==> src/rtl/uart_regfile.sv <==
module uart_regfile #(
  parameter int ADDR_W = 16
) (
  input  logic              clk,
  input  logic              rst_n,
  input  logic [ADDR_W-1:0] bus_addr,
  input  logic              bus_wr,
  input  logic              bus_rd,
  input  logic [7:0]        bus_wdata,
  output logic [7:0]        bus_rdata,
  input  logic              rx_valid,
  input  logic [7:0]        rx_data,
  input  logic              rx_break,
  output logic              rx_ready,
  output logic              tx_valid,
  output logic [7:0]        tx_data,
  input  logic              tx_ready,
  output logic              irq
);
  localparam logic [7:0] ID_NONE = 8'h01;
  localparam logic [7:0] ID_RX   = 8'h04;
  localparam logic [7:0] ID_TX   = 8'h02;

  logic [2:0]  reg_sel;
  logic [7:0]  rbuf, ctrl;
  logic [3:0]  ena;
  logic [15:0] divisor;
  logic        rdy, ovr, brk, hold_empty, shift_empty, tx_pend;
  logic [7:0]  ident, status;
  logic        dlab, wr_hold, rd_buf, rd_ident, rd_status, rx_take, tx_done;

  assign reg_sel   = bus_addr[2:0];
  assign dlab      = ctrl[7];
  assign wr_hold   = bus_wr && reg_sel == 3'd0 && !dlab;
  assign rd_buf    = bus_rd && reg_sel == 3'd0 && !dlab;
  assign rd_ident  = bus_rd && reg_sel == 3'd2;
  assign rd_status = bus_rd && reg_sel == 3'd5;
  assign rx_ready  = !rdy;
  assign rx_take   = rx_valid && !rdy && !rx_break;
  assign tx_done   = tx_valid && tx_ready;

  assign ident  = (rdy && ena[0]) ? ID_RX : (tx_pend && ena[1]) ? ID_TX : ID_NONE;
  assign irq    = !ident[0];
  assign status = {1'b0, shift_empty, hold_empty, brk, 2'b00, ovr, rdy};

  always_comb begin
    case (reg_sel)
      3'd0:    bus_rdata = dlab ? divisor[7:0] : rbuf;
      3'd1:    bus_rdata = dlab ? divisor[15:8] : {4'b0000, ena};
      3'd2:    bus_rdata = ident;
      3'd3:    bus_rdata = ctrl;
      3'd5:    bus_rdata = status;
      default: bus_rdata = 8'h00;
    endcase
  end

  always_ff @(posedge clk) begin
    if (!rst_n) begin
      ctrl    <= '0;
      ena     <= '0;
      divisor <= '0;
    end else if (bus_wr) begin
      case (reg_sel)
        3'd0: if (dlab) divisor[7:0] <= bus_wdata;
        3'd1: if (dlab) divisor[15:8] <= bus_wdata; else ena <= bus_wdata[3:0];
        3'd3: ctrl <= bus_wdata;
        default: ;
      endcase
    end
  end

  always_ff @(posedge clk) begin
    if (!rst_n) begin
      rbuf <= '0;
      rdy  <= 1'b0;
      brk  <= 1'b0;
      ovr  <= 1'b0;
    end else begin
      if (rx_break) begin
        rbuf <= 8'h00;
        rdy  <= 1'b1;
        brk  <= 1'b1;
      end else if (rx_take) begin
        rbuf <= rx_data;
        rdy  <= 1'b1;
      end else if (rd_buf) begin
        rdy <= 1'b0;
        brk <= 1'b0;
      end
      if (rx_valid && rdy && !rx_break) ovr <= 1'b1;
      else if (rd_status)               ovr <= 1'b0;
    end
  end

  always_ff @(posedge clk) begin
    if (!rst_n) begin
      tx_valid    <= 1'b0;
      tx_data     <= '0;
      hold_empty  <= 1'b1;
      shift_empty <= 1'b1;
      tx_pend     <= 1'b0;
    end else if (wr_hold) begin
      tx_valid    <= 1'b1;
      tx_data     <= bus_wdata;
      hold_empty  <= 1'b0;
      shift_empty <= 1'b0;
      tx_pend     <= 1'b0;
    end else if (tx_done) begin
      tx_valid    <= 1'b0;
      hold_empty  <= 1'b1;
      shift_empty <= 1'b1;
      tx_pend     <= 1'b1;
    end else if (rd_ident && ident == ID_TX) begin
      tx_pend <= 1'b0;
    end
  end


  rx_capture_chk: assert property (@(posedge clk) disable iff (!rst_n)
    rx_valid && rx_ready && !rx_break |=> !rx_ready && bus_rdata == $past(rx_data) || $past(dlab) || reg_sel != 3'd0);

  rx_overrun_chk: assert property (@(posedge clk) disable iff (!rst_n)
    rx_valid && !rx_ready && !rx_break |=> ovr && $stable(rbuf));

  rx_break_chk: assert property (@(posedge clk) disable iff (!rst_n)
    rx_break |=> rdy && brk && rbuf == 8'h00);

  tx_hold_chk: assert property (@(posedge clk) disable iff (!rst_n)
    tx_valid && !tx_ready && !wr_hold |=> tx_valid && $stable(tx_data));

  tx_release_chk: assert property (@(posedge clk) disable iff (!rst_n)
    tx_done && !wr_hold |=> !tx_valid && hold_empty && tx_pend);

  irq_cause_chk: assert property (@(posedge clk) disable iff (!rst_n)
    irq |-> (rdy && ena[0]) || (tx_pend && ena[1]));
endmodule

==> config.mk <==
export PLATFORM = sky130hd
export DESIGN_NAME = uart_regfile
export DESIGN_NICKNAME = d
export VERILOG_FILES = /design/src/rtl/uart_regfile.sv
export SDC_FILE = /design/constraint.sdc
export NUM_CORES = 1
export LEC_CHECK = 0
export CAP_MARGIN = 20
export CORE_UTILIZATION = 49
export DETAILED_ROUTE_END_ITERATION = 8
export MAX_ROUTING_LAYER = met4
export PLACE_DENSITY_LB_ADDON = 0.12
export REMOVE_ABC_BUFFERS = 1
export SYNTH_ARGS = -nofsm -noshare
export SYNTH_HDL_FRONTEND = slang
export SYNTH_SLANG_ARGS = --single-unit
==> constraint.sdc <==
create_clock -name clk -period 1.5 [get_ports clk]
set_input_delay 0.15 -clock clk [delete_from_list [all_inputs] [get_ports clk]]
set_output_delay 0.15 -clock clk [all_outputs]
set_load 0.01 [all_outputs]
==> flow_metrics.py <==
metrics = {
    "status": {
        "status": "complete, but fails checks",
        "violations": "setup timing",
    },
    "setup_path": {
        "crit_chain": "buf_6 > buf_6 > mux2_4 > a32oi_2 > nand4b_1 > buf_2",
        "cp-end-kind": "primary output",
        "critPathKind": "reg -> out",
        "crit_top_cell": "buf_6",
        "required_ns": 1.35,
        "crit_fanout": 5,
        "cp_slowest_cell": "dfxtp_4",
        "reg2reg_depth": 7,
        "arrival_ns": 1.68,
        "start_kind": "register",
        "cpPeakStageDelay_ns": 0.38,
    },
    "clock_tree": {
        "cts_tree": "done",
        "clk_path_buf_depth": 2,
        "worst_skew_pair.late_latency_ns": 0.31,
        "cts_sinks": 50,
        "h-tree-depth": 2,
        "clkSlewWorstSetupHoldPaths_ns": 0.09,
        "clockRootBuffer": "clkbuf_8",
        "cts_hold_buf": 0,
        "numCtsBuffers": 5,
    },
    "place": {
        "portBuffers": 44,
        "gp_congestion": 0.970,
        "post-dp-hpwl_um": 4280,
        "dp.cells": 380,
    },
    "finish": {
        "final_util": 0.743,
        "nets": 385,
        "antenna_cells": 0,
        "synthToLayoutAreaGrowth_pct": 41.5,
        "drive_above_1_share": 0.265,
        "instances_no_fill": 399,
        "fill_cells": 345,
    },
    "yosys": {
        "syn_avg_cell_area_um2": 9.00,
        "synthesis.yosys.warnings": 0,
        "synth.cell_area_um2": 2370,
        "synthTopCellsByArea": "dfxtp_1 42%, mux2i_1 14%, nand2_1 12%",
        "ys_async_sr_fraction": 0,
        "yosysSeqAreaShare": 0.423,
        "synth_top_area_frac": 0.423,
        "ys_ff_latch": 50,
        "yosysUniqueCellTypes": 41,
        "synth_flop_cell": "dfxtp_1",
        "syn_inst": 263,
        "synth-edff-count": 0,
        "yosysTopAreaCell": "dfxtp_1",
    },
    "sta": {
        "max_freq_mhz": 547,
        "tightestPinTransition_ns": 0.384,
        "maxSlewViolCount": 0,
        "fin_crit_sh": 1.22,
        "whs_ns": 0.391,
        "grt_setup_unrepaired": "true",
        "setup_viol": 20,
        "finalCriticalPeriod_ns": 1.83,
        "final.setup.worst_slack_ns": -0.330,
        "fin_skew_ns": 0.0111,
        "max_slew_margin": 0.744,
        "hold_violations": 0,
    },
    "floorplanning": {
        "row_count": 24,
        "core_um2": 4500,
        "die_h_um": 71.5,
        "fp.dieArea_um2": 5110,
        "dieWidth_um": 71.5,
        "start_util": 0.525,
        "pin_count": 58,
    },
    "worst_hold_path": {
        "min_path_type": "in -> reg",
        "min_delay_path_depth": 3,
    },
    "power": {
        "powerDensity_nw_per_um2": 764,
        "irDropWorstVdd_v": 0.000419,
        "total_power_uw": 2560,
        "leakagePower_uw": 0.00143,
    },
    "detailed_routing": {
        "top_layer": "met4",
        "wl_per_cell_um": 15.8,
        "wl_met2_um": 2870,
        "vias": 2183,
        "wl_met1_um": 2960,
        "drtAntennaViolNets": 0,
        "routed_wl_um": 6310,
        "routed_via_density": 5.47,
        "drt_iter0_drc": 147,
        "drc": 0,
        "dr_wl_met3_um": 339,
        "drt_first_pass_iters": 4,
    },
    "global_routing": {
        "grt_antenna_before_repair": 0,
        "grt_max_degree": 52,
        "grt_use_total": 0.270,
        "grt-ovfl-total": 0,
        "grt_pass1_vias": 2084,
        "grt_first_pass_wirelength_um": 10200,
    },
    "job": {
        "drv_cap": 0,
    },
}
==> cells in the final DEF (no fill, tap or decap), drive strengths merged, types with 2 or more instances in the layout <==
cell type,n
a221o,4
nor2,6
mux2i,32
nor2b,5
clkdlybuf4s50,31
and4bb,2
and3,3
o21ai,3
nand4,2
a21boi,8
nand2b,3
a31oi,2
buf,59
o21a,2
nand3,4
nand2,75
dfxtp,50
nand4b,4
mux2,6
clkbuf,6
inv,2
dlygate4sd2,5
a32oi,2
a21oi,12
a22o,3
and4b,2
==> cells by family (layout without fill, tap and decap cells) <==
group / count (synthesis) / after routing / share of synthesized area
AO/OA/AOI/OAI: 42 / 42 / 0.123
buffers and inverters: 22 / 105 / 0.0513
flip-flops: 50 / 50 / 0.423
multiplexers: 38 / 38 / 0.164
AND/OR/NAND/NOR: 111 / 112 / 0.239
==> worst paths after layout <==
check	from	to	slack, ns
min	rx_data[4]	rbuf[4]	0.39
max reg2reg	ctrl[7]	tx_data[0]	-0.10
min reg2reg	tx_data[2]	tx_data[2]	0.46
max	ctrl[7]	bus_rdata[1]	-0.33
==> Yosys cell counts (3+ instances only) <==
| library cell | number |
|---|---|
| a21oi_1 | 12 |
| buf_2 | 6 |
| o21ai_0 | 3 |
| nand2_1 | 75 |
| nor2_1 | 5 |
| mux2i_1 | 32 |
| nand3_1 | 4 |
| a21boi_0 | 8 |
| nor2b_1 | 4 |
| and3_1 | 3 |
| a22o_1 | 3 |
| buf_6 | 4 |
| clkbuf_1 | 9 |
| dfxtp_1 | 50 |
| nand4b_1 | 4 |
| a221o_1 | 4 |
| nand2b_1 | 3 |
| mux2_2 | 6 |
==> per-layer routing <==
metal / GRT usage / vias up
li1: - / 1087
met1: 0.359 / 1017
met2: 0.418 / 66
met3: 0.0450 / 13
met4: 0.0980 / 0
met5: - / -
==> registers in the layout, summed over array words and instances, names as in the netlist <==
signal	flops
divisor	16
brk	1
rbuf	8
ctrl	8
tx_valid	1
tx_data	8
ovr	1
rdy	1
shift_empty	1
tx_pend	1
ena	4
==> timing repair <==
item / 4_1_cts / 5_1_grt
pin swaps: 7 / 9
hold endpoints to repair: 0 / 0
gates cloned: 0 / 1
gates resized for setup: 56 / 13
buffers inserted: 7 / 4
setup endpoints to repair: 10 / 17
==> power by group <==
group | internal (uW) | switching, uW
clock network | 371 | 442
logic | 198 | 177
registers | 1350 | 17.3
total | 1920 | 637
==> cell type report <==
type | count | area [um2] | share of cell area
multi-input cells | 192 | 1340 | 0.400
flip-flops and latches | 50 | 1010 | 0.300
repair buffers | 95 | 836 | 0.250
clock buffers | 6 | 82.6 | 0.0247
well taps | 52 | 65.1 | 0.0194
clock inverters | 2 | 12.5 | 0.00374
inverters | 2 | 7.51 | 0.00224
==> critical path, delay by kind of cell (launching register included) <==
family	cells	cell delay, ns
multiplexers	1	0.30
buffers and inverters	3	0.40
flip-flops	1	0.38
AND/OR/NAND/NOR	1	0.13
AO/OA/AOI/OAI	1	0.16
==> stage by stage <==
step	setup slack, ns	setup TNS (ns)	cell area, um2
floorplan	-0.289	-1.74	2250
global placement	-0.640	-11.82	3090
detailed placement	-0.663	-13.05	3090
CTS	-0.340	-1.96	3270
global route	-0.380	-4.28	3350
finish	-0.330	-2.87	3350
(Power assumes the default switching activity.)
